$ cat src/rtl/sc_pkg.sv
package sc_pkg;

   typedef enum logic [1:0] {
      SC_NONE   = 2'b00,
      SC_VBLANK = 2'b01,
      SC_HBLANK = 2'b10,
      SC_BURST  = 2'b11
   } sc_code_e;

endpackage

$ cat src/rtl/sc_burst_win.sv
module sc_burst_win #(
   parameter int BURST_TICKS = 4
) (
   input  logic clk,
   input  logic rst_n,
   input  logic hp_fall,
   output logic burst_on
);
   localparam int BW = $clog2(BURST_TICKS + 1);
   localparam logic [BW-1:0] LOAD_V = BW'(BURST_TICKS);

   logic [BW-1:0] left_q;

   always_ff @(posedge clk or negedge rst_n) begin
      if (!rst_n)               left_q <= '0;
      else if (hp_fall)         left_q <= LOAD_V;
      else if (left_q != '0)    left_q <= left_q - 1'b1;
   end

   assign burst_on = (left_q != '0);

   // a trailing edge always opens the window on the next cycle
   assert_burst_start_R2: assert property (@(posedge clk) disable iff (!rst_n)
      hp_fall |=> burst_on);

endmodule

$ cat src/rtl/sc_field_rate.sv
module sc_field_rate #(
   parameter int LINES_THR = 288
) (
   input  logic clk,
   input  logic rst_n,
   input  logic hp_rise,
   input  logic vs_rise,
   output logic rate60
);
   localparam int LW = $clog2(LINES_THR) + 2;
   localparam logic [LW-1:0] THR_V = LW'(LINES_THR);

   logic [LW-1:0] lines_q;
   logic          prev_cls_q;
   logic          rate_q;
   logic          cls;

   assign cls = (lines_q < THR_V);

   always_ff @(posedge clk or negedge rst_n) begin
      if (!rst_n) begin
         lines_q    <= '0;
         prev_cls_q <= 1'b0;
         rate_q     <= 1'b0;
      end else if (vs_rise) begin
         lines_q    <= '0;
         prev_cls_q <= cls;
         if (cls == prev_cls_q) rate_q <= cls;
      end else if (hp_rise && (lines_q != '1)) begin
         lines_q <= lines_q + 1'b1;
      end
   end

   assign rate60 = rate_q;

   // the decision moves only on a vsync edge
   assert_rate_stable_R8: assert property (@(posedge clk) disable iff (!rst_n)
      !vs_rise |=> $stable(rate_q));

endmodule

$ cat src/rtl/sc_vblank_cnt.sv
module sc_vblank_cnt #(
   parameter int VB_LINES_50 = 21,
   parameter int VB_LINES_60 = 17
) (
   input  logic clk,
   input  logic rst_n,
   input  logic hp_rise,
   input  logic vs_rise,
   input  logic rate60,
   output logic vblank
);
   localparam int VMAX = (VB_LINES_50 > VB_LINES_60) ? VB_LINES_50 : VB_LINES_60;
   localparam int VW   = $clog2(VMAX + 1);
   localparam logic [VW-1:0] LAST50 = VW'(VB_LINES_50 - 1);
   localparam logic [VW-1:0] LAST60 = VW'(VB_LINES_60 - 1);

   logic [VW-1:0] cnt_q;
   logic          vb_q;
   logic [VW-1:0] last;

   assign last = rate60 ? LAST60 : LAST50;

   always_ff @(posedge clk or negedge rst_n) begin
      if (!rst_n) begin
         cnt_q <= '0;
         vb_q  <= 1'b0;
      end else if (vs_rise) begin
         cnt_q <= '0;
         vb_q  <= 1'b1;
      end else if (vb_q && hp_rise) begin
         if (cnt_q == last) vb_q <= 1'b0;
         else               cnt_q <= cnt_q + 1'b1;
      end
   end

   assign vblank = vb_q;

   // a vsync edge always opens blanking
   assert_vb_start_R4: assert property (@(posedge clk) disable iff (!rst_n)
      vs_rise |=> vb_q);
   // blanking ends only on a line pulse
   assert_vb_hold_R5: assert property (@(posedge clk) disable iff (!rst_n)
      (vb_q && !vs_rise && !hp_rise) |=> vb_q);
   // the line count never passes the selected length
   assert_vb_bound_R6: assert property (@(posedge clk) disable iff (!rst_n)
      vb_q |-> (cnt_q <= last));

endmodule

$ cat src/rtl/sandcastle_gen.sv
module sandcastle_gen #(
   parameter int BURST_TICKS  = 4,
   parameter int LINES_THR    = 288,
   parameter int VB_LINES_50  = 21,
   parameter int VB_LINES_60  = 17,
   parameter bit SYNC_FLYBACK = 1'b1
) (
   input  logic       clk,
   input  logic       rst_n,
   input  logic       hpulse_i,
   input  logic       flyback_i,
   input  logic       vsync_i,
   output logic [1:0] sc_level_o,
   output logic       vblank_o,
   output logic       rate60_o
);
   import sc_pkg::*;

   if (BURST_TICKS < 1) begin : g_bad_burst
      $error("BURST_TICKS must be at least 1");
   end
   if (LINES_THR < 2) begin : g_bad_thr
      $error("LINES_THR must be at least 2");
   end
   if (VB_LINES_50 < 1 || VB_LINES_60 < 1) begin : g_bad_vb
      $error("blanking lengths must be at least 1");
   end

   logic hp_q, vs_q;
   logic hp_rise, hp_fall, vs_rise;
   logic burst_on, hb_on, vb_on, rate60;
   sc_code_e code;

   always_ff @(posedge clk or negedge rst_n) begin
      if (!rst_n) begin
         hp_q <= 1'b0;
         vs_q <= 1'b0;
      end else begin
         hp_q <= hpulse_i;
         vs_q <= vsync_i;
      end
   end

   assign hp_rise = hpulse_i & ~hp_q;
   assign hp_fall = ~hpulse_i & hp_q;
   assign vs_rise = vsync_i & ~vs_q;

   if (SYNC_FLYBACK) begin : g_fly_reg
      logic fb_q;
      always_ff @(posedge clk or negedge rst_n) begin
         if (!rst_n) fb_q <= 1'b0;
         else        fb_q <= flyback_i;
      end
      assign hb_on = fb_q;
   end else begin : g_fly_comb
      assign hb_on = flyback_i;
   end

   sc_burst_win #(.BURST_TICKS(BURST_TICKS)) u_burst (
      .clk(clk), .rst_n(rst_n), .hp_fall(hp_fall), .burst_on(burst_on));

   sc_field_rate #(.LINES_THR(LINES_THR)) u_rate (
      .clk(clk), .rst_n(rst_n), .hp_rise(hp_rise), .vs_rise(vs_rise),
      .rate60(rate60));

   sc_vblank_cnt #(.VB_LINES_50(VB_LINES_50), .VB_LINES_60(VB_LINES_60)) u_vb (
      .clk(clk), .rst_n(rst_n), .hp_rise(hp_rise), .vs_rise(vs_rise),
      .rate60(rate60), .vblank(vb_on));

   always_comb begin
      if (burst_on)   code = SC_BURST;
      else if (hb_on) code = SC_HBLANK;
      else if (vb_on) code = SC_VBLANK;
      else            code = SC_NONE;
   end

   assign sc_level_o = code;
   assign vblank_o   = vb_on;
   assign rate60_o   = rate60;

   // while the burst window is open no lower code is driven
   assert_burst_wins_R1: assert property (@(posedge clk) disable iff (!rst_n)
      hp_fall |=> (sc_level_o == 2'b11));

endmodule

$ cat config.mk
export PLATFORM = sky130hd
export DESIGN_NAME = sandcastle_gen
export DESIGN_NICKNAME = d
export VERILOG_FILES = /design/src/rtl/sc_pkg.sv /design/src/rtl/sc_burst_win.sv /design/src/rtl/sc_field_rate.sv /design/src/rtl/sc_vblank_cnt.sv /design/src/rtl/sandcastle_gen.sv
export SDC_FILE = /design/constraint.sdc
export NUM_CORES = 1
export LEC_CHECK = 0
export ABC_AREA = 1
export BUFFER_PORTS_ARGS = -buffer_cell sky130_fd_sc_hd__buf_2
export CAP_MARGIN = 20
export CORE_UTILIZATION = 55
export CTS_BUF_LIST = sky130_fd_sc_hd__clkbuf_8
export CTS_CLUSTER_SIZE = 40
export DETAILED_ROUTE_END_ITERATION = 8
export PLACE_DENSITY = 0.73
export SLEW_MARGIN = 20
export SYNTH_ARGS = -nofsm -noshare
export SYNTH_HDL_FRONTEND = slang
export SYNTH_SLANG_ARGS = --single-unit
$ cat constraint.sdc
create_clock -name clk -period 1.8 [get_ports clk]
set_input_delay 0.36 -clock clk [delete_from_list [all_inputs] [get_ports clk]]
set_output_delay 0.36 -clock clk [all_outputs]
set_load 0.02 [all_outputs]
==> key figures <==
Run status
  – Status: completed

Clock tree
  – Clock root cell: clkbuf_8
  – Num Clock Sinks: 25
  – CTS Buffer Depth: 2
  – Total CTS buffers: 3
  – CTS clk-pin slew, worst paths: 0.09 ns
  – Skew-Pair Late Insertion Delay: approximately 0.27 ns
  – CTS tree: yes
  – Clock H-tree levels: 1

STA
  – Worst-Margin Slew: 0.565 ns
  – Fmax: 571 MHz
  – Final period util: 97.4%
  – Setup_tns: 0 ns
  – Minimum clock period: 1.75 ns
  – Clock skew: 0.00194 ns
  – Relative slew slack: 62.3%
  – Endpoints failing hold: 0
  – Final setup fails: 0
  – Unrepaired setup endpoints after global routing: false
  – Final max-slew violation count: 0

Yosys
  – Post-Syn Area: 1460 um^2
  – Synthesized area per cell: 7.97 um^2
  – Yosys warns: 0
  – Synth cell types: 24
  – Sequential area share after synthesis: 42.9%
  – Post-Syn Nets: about 190
  – Syn Inst Count: 183
  – Yosys reg bits: 25

Routing
  – Post-route ant nets: 0
  – Initial DRC count: 23
  – First drt pass iteration count: 4
  – Routed len/inst: 11.7 um
  – Routed wire length: roughly 2600 um
  – Drc violations: 0
  – Detailed-route via count: 1177
  – Vias/cell: around 5.2

Power
  – Int Pwr: 1010 uW
  – Clock Power Share: a little over a fifth
  – Net Sw Frac: 34.4%
  – Pwr Density: 959 nW/um^2
  – Maximum VDD drop: 0.831 mV
  – Comb power frac: between 20 and 30%
  – Share of power burned in registers: 49.1%
  – Sw power: 530 uW
  – Leakage power: 0.000766 uW

Final layout
  – Post-layout net count: 206
  – Diode count: 0
  – Area Overhead vs Synth: 10.2%
  – Commonest cells after routing, fill and taps aside: 48 x nand2_1, 25 x dfrtp_1, 21 x inv_1
  – FILL cells: 199
  – Area of the multi-input gates: 749 um^2
  – Commonest non-fill, non-tap cell in the layout: nand2_1
  – Share of post-route cells with drive strength above 1: ~16%
  – Sequential Area: 626 um^2
  – Core Util, Final: 64.3%

Die
  – IO Pins: 9
  – Initial Utilization: 58.3%
  – Die X: between 50 and 60 um
  – Die Height: 53.5 um
  – Core area: approximately 2500 um^2
  – Die area: 2860 um^2
  – Cell row count: 18

Global routing
  – First-pass GRT wire length: 4250 um
  – Global-route usage over all layers: 20.9%
  – Overflow after GRT: 0
  – Vias in the first global route: 1005
  – Largest net degree at the start of global routing: 26
  – Initial antenna violation count: 0

Critical path
  – Startpoint types: flip-flop
  – Crit path capture type: primary output
  – WS Path Type: flip-flop to primary output
  – Crit Path Max Fanout: 4
  – CP cell instances: inv_1 > ha_4 > nand2_2 > or2_2 > buf_6
  – Arrival time at the worst endpoint: 1.39 ns
  – Highest cell delay on the worst timing path: 0.39 ns
  – Worst endpoint required time: about 1.4 ns
  – CP max stage cell: dfrtp_1

Placed design
  – IO buf count: 8
  – Hpwl dp: 1860 um
  – RD Place Congestion: between 0.8 and 0.9

Flow run
  – Max Cap Violations: 0

Min path
  – Hold WC Path Type: input port to async pin
final cells by class:
cell class	count	share of cell area, %
Clock buffer	3	2.57
Multi-Input combinational cell	133	46.7
Timing Repair Buffer	10	3.82
Tap cell	30	2.34
Clock inverter	1	0.312
Inverter	23	5.37
Sequential cell	25	38.9
layer usage:
metal | share of wire (%) | global-route usage [%]
met1 | 50 | 27.9
met2 | 47 | 34.0
met3 | 1.9 | 2.59
met4 | 0.95 | 7.89
met5 | 0 | 0
power groups by stage:
stage               sequential [uW]  clock (uW)  combinational, uW
floorplan                       748           0                297
global placement                757           0                365
detailed placement              764           0                388
CTS                             753         347                390
global route                    771         369                512
finish                          757         339                445
registers in the layout, summed over array words and instances, names as in the netlist:
register	cells
g_fly_reg.fb_q	1
hp_q	1
u_burst.left_q	3
u_rate.lines_q	11
u_rate.prev_cls_q	1
u_rate.rate60	1
u_vb.cnt_q	5
u_vb.vblank	1
vs_q	1
Yosys cell counts:
cell type,count,area (um^2)
nand2_1,49,184
dfrtp_1,25,626
inv_1,22,82.6
nand3_1,19,95.1
nor2_1,14,52.6
o21ai_0,8,40.0
o21ai_1,7,35.0
ha_1,5,62.6
nand4_1,5,31.3
o21bai_1,4,30.0
a21oi_1,3,15.0
nor2_4,3,33.8
xnor2_1,3,26.3
nand2_2,2,12.5
nand2_4,2,22.5
nand3_2,2,20.0
or2_2,2,12.5
xor2_1,2,17.5
buf_4,1,7.51
clkbuf_1,1,3.75
inv_2,1,3.75
nand2_8,1,20.0
nand3_4,1,17.5
nor2_2,1,6.26
worst paths after layout:
| kind | from | to | slack, ns | cells past startpoint |
|---|---|---|---|---|
| max | u_burst.left_q[1]$_DFFE_PN0P_ | sc_level_o[1] | 0.05 | 5 |
| min | rst_n | u_rate.lines_q[8]$_DFFE_PN0P_ | 0.07 | 1 |
| max reg2reg | u_rate.lines_q[0]$_DFFE_PN0P_ | u_rate.lines_q[3]$_DFFE_PN0P_ | 0.39 | 8 |
| min reg2reg | u_rate.prev_cls_q$_DFFE_PN0P_ | u_rate.prev_cls_q$_DFFE_PN0P_ | 0.52 | 2 |
| max in group asynchronous | rst_n | u_rate.lines_q[9]$_DFFE_PN0P_ | 1.35 | 1 |
| min in group clk | flyback_i | g_fly_reg.fb_q$_DFF_PN0_ | 0.19 | 1 |
through the flow:
stage               hold WS [ns]  total power, uW  worst slack [ns]  instance area, um^2  std cells
floorplan                 0.0644             1040             0.467                 1460        183
global placement           0.377             1120             0.363                 1530        220
detailed placement         0.387             1150             0.307                 1530        220
CTS                       0.0916             1490          0.000304                 1580        224
global route               0.118             1650           0.00343                 1610        225
finish                    0.0715             1540            0.0473                 1610        225
worst max-delay path: cells and delay by family, from the launching register on:
family	cells	cell delay [ns]
buf+inv	2	0.25
simple gates	2	0.34
fa+ha+maj	1	0.14
flops	1	0.39
what timing repair did:
action,CTS,global route
buffers inserted,0,1
setup endpoints to repair,0,1
gates resized for setup,0,6
hold buffers,0,0
logic make-up (layout without fill, tap and decap cells):
| family | Yosys count | in the layout | synth area share, % |
|---|---|---|---|
| adders and majority gates | 5 | 5 | 4.29 |
| xor gates and xnor gates | 5 | 5 | 3.00 |
| AOI/OAI and AO/OA | 22 | 22 | 8.24 |
| and+or+nand+nor | 101 | 101 | 34.8 |
| DFF | 25 | 25 | 42.9 |
| buffers and inverters | 25 | 37 | 6.70 |
No activity file was read; power rests on OpenSTA's default activity.
